`src/rtl/ivc_pkg.sv`:
```
`timescale 1ns/1ps
package ivc_pkg;
   typedef enum logic [1:0] {
      TRIG_LOW  = 2'd0,
      TRIG_HIGH = 2'd1,
      TRIG_FALL = 2'd2,
      TRIG_RISE = 2'd3
   } trig_e;

   localparam int OFS_VECTOR = 'h00;
   localparam int OFS_PROT   = 'h08;
   localparam int OFS_TRIG   = 'h0C;
   localparam int OFS_PEND   = 'h10;
   localparam int OFS_FAST   = 'h20;
   localparam int OFS_EN     = 'h40;
   localparam int OFS_MASK   = 'h50;
   localparam int BANK_STEP  = 4;
   localparam int MAX_BANKS  = 4;
endpackage

```
`src/rtl/ivc_prio_enc.sv`:
```
`timescale 1ns/1ps
module ivc_prio_enc #(
   parameter int N  = 96,
   parameter int IW = $clog2(N)
) (
   input  logic [N-1:0]  req_i,
   output logic          found_o,
   output logic [IW-1:0] idx_o
);
   always_comb begin
      found_o = 1'b0;
      idx_o   = '0;
      for (int i = N - 1; i >= 0; i--) begin
         if (req_i[i]) begin
            found_o = 1'b1;
            idx_o   = IW'(i);
         end
      end
   end

   always_comb begin

      pick_set_chk: assert (!found_o || req_i[idx_o]);

      pick_lowest_chk: assert (!found_o || ((req_i & ((N'(1) << idx_o) - N'(1))) == '0));
   end
endmodule

```
`src/rtl/ivc_bank_pend.sv`:
```
`timescale 1ns/1ps
module ivc_bank_pend
   import ivc_pkg::*;
#(
   parameter int W       = 32,
   parameter bit HAS_NMI = 1'b0
) (
   input  logic         clk,
   input  logic         rst_n,
   input  logic [W-1:0] src_i,
   input  trig_e        trig_i,
   input  logic         clr_i,
   output logic [W-1:0] pend_o
);
   generate
      if (HAS_NMI) begin : g_nmi
         logic         prev_q, nmi_q, hit, armed_q;
         logic [W-1:1] lvl_q;

         always_comb begin
            unique case (trig_i)
               TRIG_LOW:  hit = ~src_i[0];
               TRIG_HIGH: hit = src_i[0];
               TRIG_FALL: hit = prev_q & ~src_i[0];
               default:   hit = ~prev_q & src_i[0];
            endcase
         end

         always_ff @(posedge clk or negedge rst_n) begin
            if (!rst_n) begin
               prev_q  <= 1'b0;
               nmi_q   <= 1'b0;
               armed_q <= 1'b0;
               lvl_q   <= '0;
            end else begin
               prev_q  <= src_i[0];
               armed_q <= 1'b1;
               lvl_q   <= src_i[W-1:1];
               if (hit)        nmi_q <= 1'b1;
               else if (clr_i) nmi_q <= 1'b0;
            end
         end

         assign pend_o = {lvl_q, nmi_q};


         nmi_hold_chk: assert property (@(posedge clk) disable iff (!rst_n)
            (nmi_q && !clr_i) |=> nmi_q);

         nmi_rise_chk: assert property (@(posedge clk) disable iff (!rst_n)
            (armed_q && trig_i == TRIG_RISE && $rose(src_i[0])) |=> nmi_q);
      end else begin : g_lvl
         logic [W-1:0] lvl_q;
         logic         unused_ok;
         assign unused_ok = ^{trig_i, clr_i};

         always_ff @(posedge clk or negedge rst_n) begin
            if (!rst_n) lvl_q <= '0;
            else        lvl_q <= src_i;
         end

         assign pend_o = lvl_q;
      end
   endgenerate
endmodule

```
`src/rtl/irq_vec_ctrl.sv`:
```
`timescale 1ns/1ps
module irq_vec_ctrl
   import ivc_pkg::*;
#(
   parameter int NUM_BANKS = 3,
   parameter int BANK_W    = 32,
   parameter int ADDR_W    = 8,
   parameter int DATA_W    = 32
) (
   input  logic                        clk,
   input  logic                        rst_n,
   input  logic [NUM_BANKS*BANK_W-1:0] src_i,
   input  logic [ADDR_W-1:0]           bus_addr,
   input  logic                        bus_wr,
   input  logic [DATA_W-1:0]           bus_wdata,
   output logic [DATA_W-1:0]           bus_rdata,
   output logic                        irq_o
);
   localparam int NUM_SRC = NUM_BANKS * BANK_W;
   localparam int IDX_W   = $clog2(NUM_SRC);

   generate
      if (NUM_BANKS < 1 || NUM_BANKS > MAX_BANKS) begin : g_bad_banks
         $error("irq_vec_ctrl: NUM_BANKS out of range");
      end
      if (BANK_W != DATA_W) begin : g_bad_width
         $error("irq_vec_ctrl: BANK_W must equal DATA_W");
      end
      if (IDX_W + 2 > DATA_W) begin : g_bad_vec
         $error("irq_vec_ctrl: vector does not fit the data width");
      end
   endgenerate

   logic [NUM_SRC-1:0] en_q, mask_q, pend, active;
   logic               prot_q;
   trig_e              trig_q;
   logic               clr_nmi, found;
   logic [IDX_W-1:0]   idx;
   logic [DATA_W-1:0]  vec_word;

   assign clr_nmi = bus_wr && (bus_addr == ADDR_W'(OFS_PEND)) && bus_wdata[0];

   always_ff @(posedge clk or negedge rst_n) begin
      if (!rst_n) begin
         en_q   <= '0;
         mask_q <= '0;
         prot_q <= 1'b0;
         trig_q <= TRIG_LOW;
      end else if (bus_wr) begin
         if (bus_addr == ADDR_W'(OFS_PROT)) prot_q <= bus_wdata[0];
         if (bus_addr == ADDR_W'(OFS_TRIG)) trig_q <= trig_e'(bus_wdata[1:0]);
         for (int b = 0; b < NUM_BANKS; b++) begin
            if (bus_addr == ADDR_W'(OFS_EN + BANK_STEP * b))
               en_q[b*BANK_W +: BANK_W] <= bus_wdata;
            if (bus_addr == ADDR_W'(OFS_MASK + BANK_STEP * b))
               mask_q[b*BANK_W +: BANK_W] <= bus_wdata;
         end
      end
   end

   generate
      for (genvar b = 0; b < NUM_BANKS; b++) begin : g_bank
         ivc_bank_pend #(
            .W       (BANK_W),
            .HAS_NMI (b == 0)
         ) u_pend (
            .clk    (clk),
            .rst_n  (rst_n),
            .src_i  (src_i[b*BANK_W +: BANK_W]),
            .trig_i (trig_q),
            .clr_i  (clr_nmi),
            .pend_o (pend[b*BANK_W +: BANK_W])
         );
      end
   endgenerate

   assign active = pend & en_q & ~mask_q;
   assign irq_o  = |active;

   ivc_prio_enc #(.N(NUM_SRC), .IW(IDX_W)) u_enc (
      .req_i   (active),
      .found_o (found),
      .idx_o   (idx)
   );

   assign vec_word = found ? (DATA_W'(idx) << 2) : '0;

   always_comb begin
      bus_rdata = '0;
      if (bus_addr == ADDR_W'(OFS_VECTOR)) bus_rdata = vec_word;
      if (bus_addr == ADDR_W'(OFS_PROT))   bus_rdata = {{(DATA_W-1){1'b0}}, prot_q};
      if (bus_addr == ADDR_W'(OFS_TRIG))   bus_rdata = {{(DATA_W-2){1'b0}}, trig_q};
      for (int b = 0; b < NUM_BANKS; b++) begin
         if (bus_addr == ADDR_W'(OFS_PEND + BANK_STEP * b)) bus_rdata = pend[b*BANK_W +: BANK_W];
         if (bus_addr == ADDR_W'(OFS_EN + BANK_STEP * b))   bus_rdata = en_q[b*BANK_W +: BANK_W];
         if (bus_addr == ADDR_W'(OFS_MASK + BANK_STEP * b)) bus_rdata = mask_q[b*BANK_W +: BANK_W];
      end
   end


   irq_has_winner_chk: assert property (@(posedge clk) disable iff (!rst_n)
      irq_o |-> (found && active[idx]));

   prot_write_only_chk: assert property (@(posedge clk) disable iff (!rst_n)
      !(bus_wr && bus_addr == ADDR_W'(OFS_PROT)) |=> $stable(prot_q));
endmodule

```
`config.mk`:
```
export PLATFORM = sky130hd
export DESIGN_NAME = irq_vec_ctrl
export DESIGN_NICKNAME = d
export VERILOG_FILES = /design/src/rtl/ivc_pkg.sv /design/src/rtl/ivc_prio_enc.sv /design/src/rtl/ivc_bank_pend.sv /design/src/rtl/irq_vec_ctrl.sv
export SDC_FILE = /design/constraint.sdc
export NUM_CORES = 1
export LEC_CHECK = 0
export BUFFER_PORTS_ARGS = -buffer_cell sky130_fd_sc_hd__buf_2
export CORE_ASPECT_RATIO = 1.75
export CORE_MARGIN = 2
export CORE_UTILIZATION = 40
export DETAILED_ROUTE_END_ITERATION = 7
export SETUP_SLACK_MARGIN = 0.02
export SYNTH_ARGS = -nofsm -noshare
export SYNTH_HDL_FRONTEND = slang
export SYNTH_SLANG_ARGS = --single-unit
```
`constraint.sdc`:
```
create_clock -name clk -period 2.06 [get_ports clk]
set_clock_uncertainty 0.05 [all_clocks]
set_input_delay 0.103 -clock clk [delete_from_list [all_inputs] [get_ports clk]]
set_output_delay 0.103 -clock clk [all_outputs]
set_load 0.01 [all_outputs]
```
**Word level (Yosys, flattened, before mapping)**

Index checks and enable logic that the tools add are counted.

- Shift operators: 0
- Add/sub/neg operators: 0
- Multipliers: 0
- Magnitude comparators: 0
- Equal/unequal tests: 13
- Divide/modulo/power cells: 0
- Reduce and logical (&&, ||, !) cells: 14
- Bitwise logic cells: 7
- Muxes and demuxes: 208

Operators with widths:

| cell | count |
|---|---|
| 7-bit 2-to-1 mux | 96 |
| 32-bit 2-to-1 mux | 11 |
| 96-bit AND | 2 |
| 1-bit 2-to-1 mux | 98 |
| 96-bit NOT | 1 |
| 96-bit OR reduction | 1 |
| 8-bit by 7-bit equality test with 1-bit output, second input constant | 6 |
| 8-bit by 5-bit equality test with 1-bit output, second input constant | 3 |
| 9-bit 2-to-1 mux | 2 |
| 8-bit by 4-bit equality test with 1-bit output, second input constant | 2 |
| 2-bit AND reduction | 8 |
| 8-bit zero test | 1 |
| 1-bit one-hot mux with 3 select lines | 1 |
| 1-bit AND | 2 |
| 2-bit by 1-bit equality test with 1-bit output, second input constant | 1 |
| 2-bit equality test, second input constant | 1 |
| 1-bit logical AND | 2 |
| 2-bit zero test | 1 |
| 1-bit NOT | 2 |
| 2-bit nonzero test | 1 |

- Input bits: 139
- Logic and storage cells: 255
- Bits in writable memories: 0
- Bits in latches: 0
- Memories: 0
- Register bits after elaboration: 292
- Bits in read-only memories: 0

**Logic depth before layout (Yosys ltp)**

- Word-level depth: 111
- Gate-level depth with buffers: 10
- Mapped depth without buffers: 8

**By module**

From an unflattened synthesis, not the netlist that was laid out.

- Cell total of the unflattened synthesis: 1394
- Area, all modules: 14556.5 sq um

By module, submodules not included:

| module | instances | cells an instance | area an instance (sq um) | sequential area each (sq um) |
|---|---|---|---|---|
| irq_vec_ctrl | 1 | 1066 | 10846.7 | 4879.7 |
| ivc_bank_pend at g_bank[1].u_pend ... | 2 | 32 | 800.8 | 800.8 |
| ivc_prio_enc | 1 | 225 | 1241.2 | 0.0 |
| ivc_bank_pend at g_bank[0].u_pend | 1 | 39 | 867.1 | 825.8 |

**Worst setup path after synthesis**

OpenSTA, ideal clock, no wires.

- Path type: register to output
- From: register en_q[35]
- To: output port bus_rdata[2]
- Data arrival time: 2064 ps
- Cell stages (with the launch flop): 9
- Buffers on the path: 0
- Slack: -157 ps
- Cells stage by stage: dfrtp_1 nand3b_1 nand4_1 nor4_1 nand4_1 o311ai_0 a2111oi_1 nor3_1 o211ai_1

- Cells in the longest elaborated chain, start to end: 51
- Elaborated cells between the ends (all ways): 87
- Classes of those cells: mux (85); bitwise (2)

RTL lines:

| item | RTL line | text |
|---|---|---|
| start: declaration | irq_vec_ctrl.sv:34 | `logic [NUM_SRC-1:0] en_q, mask_q, pend, active;` |
| start signal: indexed assignment | irq_vec_ctrl.sv:54 | `en_q[b*BANK_W +: BANK_W] <= bus_wdata;` |
| 96-bit AND * (2 in a row) | irq_vec_ctrl.sv:77 | `assign active = pend & en_q & ~mask_q;` |
| 7-bit 2-to-1 mux / 1-bit 2-to-1 mux (equally long branches) (36 in a row) | ivc_prio_enc.sv:14 | `if (req_i[i]) begin` |
| 9-bit 2-to-1 mux * | irq_vec_ctrl.sv:86 | `assign vec_word = found ? (DATA_W'(idx) << 2) : '0;` |
| 9-bit 2-to-1 mux * | irq_vec_ctrl.sv:90 | `if (bus_addr == ADDR_W'(OFS_VECTOR)) bus_rdata = vec_word;` |
| 32-bit 2-to-1 mux * | irq_vec_ctrl.sv:91 | `if (bus_addr == ADDR_W'(OFS_PROT)) bus_rdata = {{(DATA_W-1){1'b0}}, prot_q};` |
| 32-bit 2-to-1 mux * | irq_vec_ctrl.sv:92 | `if (bus_addr == ADDR_W'(OFS_TRIG)) bus_rdata = {{(DATA_W-2){1'b0}}, trig_q};` |
| 32-bit 2-to-1 mux * | irq_vec_ctrl.sv:94 | `if (bus_addr == ADDR_W'(OFS_PEND + BANK_STEP * b)) bus_rdata = pend[b*BANK_W +: BANK_W];` |
| 32-bit 2-to-1 mux * | irq_vec_ctrl.sv:95 | `if (bus_addr == ADDR_W'(OFS_EN + BANK_STEP * b)) bus_rdata = en_q[b*BANK_W +: BANK_W];` |
| 32-bit 2-to-1 mux * | irq_vec_ctrl.sv:96 | `if (bus_addr == ADDR_W'(OFS_MASK + BANK_STEP * b)) bus_rdata = mask_q[b*BANK_W +: BANK_W];` |
| 32-bit 2-to-1 mux * | irq_vec_ctrl.sv:94 |  |
| 32-bit 2-to-1 mux * | irq_vec_ctrl.sv:95 |  |
| 32-bit 2-to-1 mux * | irq_vec_ctrl.sv:96 |  |
| 32-bit 2-to-1 mux * | irq_vec_ctrl.sv:94 |  |
| 32-bit 2-to-1 mux * | irq_vec_ctrl.sv:95 |  |
| 32-bit 2-to-1 mux * | irq_vec_ctrl.sv:96 |  |
| end: declaration | irq_vec_ctrl.sv:16 | `output logic [DATA_W-1:0] bus_rdata,` |

Mark *: on every way between the ends. The rest lies on a longest branch, timed or not.

**Worst setup path after layout**

- From: register mask_q[94]
- To: output port bus_rdata[5]

- Cells in the longest elaborated chain, start to end: 110
- Elaborated cells between the ends (all ways): 205
- Classes of those cells: mux (203); bitwise (2)

RTL lines:

| item | RTL line | text |
|---|---|---|
| start: declaration | irq_vec_ctrl.sv:34 |  |
| start signal: indexed assignment | irq_vec_ctrl.sv:56 | `mask_q[b*BANK_W +: BANK_W] <= bus_wdata;` |
| 96-bit NOT * | irq_vec_ctrl.sv:77 |  |
| 96-bit AND * | irq_vec_ctrl.sv:77 |  |
| 7-bit 2-to-1 mux / 1-bit 2-to-1 mux (equally long branches) (95 in a row) | ivc_prio_enc.sv:14 |  |
| 9-bit 2-to-1 mux * | irq_vec_ctrl.sv:86 |  |
| 9-bit 2-to-1 mux * | irq_vec_ctrl.sv:90 |  |
| 32-bit 2-to-1 mux * | irq_vec_ctrl.sv:91 |  |
| 32-bit 2-to-1 mux * | irq_vec_ctrl.sv:92 |  |
| 32-bit 2-to-1 mux * | irq_vec_ctrl.sv:94 |  |
| 32-bit 2-to-1 mux * | irq_vec_ctrl.sv:95 |  |
| 32-bit 2-to-1 mux * | irq_vec_ctrl.sv:96 |  |
| 32-bit 2-to-1 mux * | irq_vec_ctrl.sv:94 |  |
| 32-bit 2-to-1 mux * | irq_vec_ctrl.sv:95 |  |
| 32-bit 2-to-1 mux * | irq_vec_ctrl.sv:96 |  |
| 32-bit 2-to-1 mux * | irq_vec_ctrl.sv:94 |  |
| 32-bit 2-to-1 mux * | irq_vec_ctrl.sv:95 |  |
| 32-bit 2-to-1 mux * | irq_vec_ctrl.sv:96 |  |

Marks and branches as above.

==> out/summary.txt <==
DRC viols - 0
Overall power - 14300 µW
Headroom to the max-slew limit - 0.592
Clock tree buffer depth - 3
Status - complete, but fails checks
Top FF cell, synth - dfrtp_1
Largest net degree at the start of global routing - 69
Die H - 247 µm
Diodes inserted - 0
Detailed Route WL - 51400 µm
Die width - 143 µm
Antenna violations before repair - 0
Area grow syn2layout - 57.5%
Hold Path Class - input pin to asynchronous set/reset pin
Total Die Area - 35200 µm²
Syn_nets - 1266
CP Data Arrival Time - 2.92 ns
Avg WL per Cell - 22.4 µm
Synth cell types - 63
Antenna-violating nets left - 0
Crit-path max FO - 2
Max-slew violations - 0
GRT Overall Usage - 0.290
Vias in the first global route - 13900
Slew @ Worst Pin - 0.611 ns
Yosys warning count - 0
Final Core Density - 0.642
Post-Syn Instances - 1127
Initial DRC Count - 1109
Static leakage - 0.0108 µW
Syn Area/Cell - 11.9 µm²
Max_cap viols - 0
Place WS - -0.571 ns
Highest Clock Rate - 325 MHz
Max VDD drop - 0.000634 V
CTS clk-pin slew, worst paths - 0.06 ns
Sequential fraction of the synthesis area - 0.543
Nets - 2009
Row count - 88
Root Buffer - clkbuf_16
DP HPWL - 36500 µm
Initial core utilization - 0.408
Final setup margin - -1.02 ns
Drt pass-1 iters - 8
Crit end category - output port
First-pass GRT wire length - 77800 µm
Total global routing overflow - 0
Max H-tree Level - 1
Clock sinks - 292
Final Hold Viols - 0
Core box area - 33000 µm²
Layout cells sized above 1 - 0.500
Insertion delay to the later sink of the worst-skew pair - 0.57 ns
Final setup violation count - 18
IO Port Bufs - 171
Crit Path Category - register to output port
Fin crit share - 1.49
Detailed-route via count - 12900
Violations in the final reports - setup timing
RSZ-0062 raised after global routing - true
Gp weighted congestion - 0.992
CP Launch Type - register
Pwr dens - 674 nW/µm²
Ports - 172
Register bit total from synthesis - 292
Mapped Area - 13500 µm²
CTS buffer count - 29
Routed vias/inst - 5.62
Clock period minus worst slack - 3.08 ns
EDFF count, synth - 0
CTS tree - yes
Asr flop ratio synth - 1.00
Data required time of the worst path - 1.91 ns
per-stage QoR:
step	hold slack (ns)	instance area, µm²	setup TNS (ns)	instances
after global routing	0.101	21200	-10.23	2296
final	0.0531	21200	-7.93	2296
after CTS	0.0702	20800	-7.84	2283
after detailed placement	0.0660	18100	-32.08	2079
after floorplan	-0.243	13500	-0.0655	1127
after global placement	0.0620	18100	-32.03	2079
metal layers:
metal / GRT usage / routed length (µm) / up-vias
li1: - / - / 5832
met1: 0.329 / 18700 / 6458
met2: 0.540 / 27600 / 466
met3: 0.0298 / 2430 / 143
met4: 0.138 / 2620 / 0
met5: 0 / 0 / -
area by class of cell:
class | count | area (µm²)
inverters | 4 | 15.0
clock inverters | 16 | 236
clock buffers | 36 | 802
multi-input cells | 780 | 6300
flip-flops and latches | 292 | 7310
well taps | 405 | 507
fillers | 2605 | 11800
repair buffers | 763 | 6040
worst max-delay path: stages (launching register included):
cell       delay (ns)
dfrtp_1          0.37
nand3b_1         0.22
and2_4           0.20
buf_6            0.10
nor4bb_4         0.14
buf_4            0.17
buf_4            0.13
o31ai_2          0.17
nand2_1          0.08
a21boi_1         0.13
buf_4            0.13
o2111ai_2        0.15
a31oi_1          0.20
buf_2            0.15
Yosys cell counts, drive strengths merged, types with 3 or more instances:
cell     instances  area, µm²
a2111oi          3       27.5
a211oi           4       30.0
a21boi           5       37.5
a21oi           21        105
a221o            3       30.0
a221oi          13        114
a222oi          42        420
a22o             8       70.1
a22oi           34        255
a31oi           10       62.6
and2             8       50.1
and3             3       18.8
and3b           14        123
buf             29        128
clkbuf          22       82.6
dfrtp          292       7310
inv              4       15.0
mux2           195       2200
nand2           94        353
nand2b           7       43.8
nand3           42        210
nand3b          87        653
nand4           23        159
nor2            42        158
nor3            13       65.1
nor4            11       68.8
nor4b            3       26.3
o2111ai          3       26.3
o211ai           5       37.5
o21ai           45        225
o21bai           5       37.5
o221ai           3       26.3
o22ai            3       18.8
o31ai            3       22.5
state kept, by name, indices dropped and copies added (netlist names):
register and cells:
en_q 96, mask_q 96, g_bank.u_pend.pend_o 64, g_bank.u_pend.g_nmi.lvl_q 31
trig_q 2, g_bank.u_pend.g_nmi.nmi_q 1, g_bank.u_pend.g_nmi.prev_q 1, prot_q 1
cells in the final DEF (no fill, tap or decap), drive strengths merged, types with 8 or more instances in the layout:
cell	n
nor4	11
a31oi	10
a22o	8
clkbuf	37
a21oi	21
dfrtp	292
dlygate4sd3	131
clkinv	8
a222oi	42
nand3b	87
nand3	42
and2	8
a221oi	13
nor3	13
nand4	23
and3b	14
nor2	42
mux2	195
a22oi	34
buf	631
o21ai	45
nand2	94
logic make-up after synthesis:
| family | share of synthesized area |
|---|---|
| and+or+nand+nor | 0.151 |
| buffers and inverters | 0.0167 |
| DFF | 0.543 |
| muxes | 0.166 |
| AOI/OAI and AO/OA | 0.124 |
report_power, final:
part           internal, µW  leakage [µW]  switching (µW)  total (µW)
Sequential             6010       0.00382             174        6190
Combinational          1270       0.00646            1020        2280
Clock                  3500      0.000516            2310        5820
what timing repair did:
action	in CTS	in global routing
setup buffers	22	18
hold endpoints to repair	571	0
setup endpoints to repair	33	33
hold buffers	131	0
gates resized for setup	70	71
cloned	0	1
pin swaps	43	53
worst paths after layout:
kind                             from                          end  slack, ns  cells past startpoint
setup / recovery           mask_q[94]                 bus_rdata[5]      -1.02                     13
hold / removal                  rst_n  g_bank[1].u_pend.pend_o[28]       0.05                      2
setup reg to reg             en_q[27]                     en_q[27]       1.00                      3
hold reg to reg            mask_q[48]                   mask_q[48]       0.49                      1
max in group asynchronous       rst_n                      en_q[1]       1.17                      3
min in group clk            src_i[85]  g_bank[2].u_pend.pend_o[21]       0.12                      2
No activity file was read; power rests on OpenSTA's default activity.
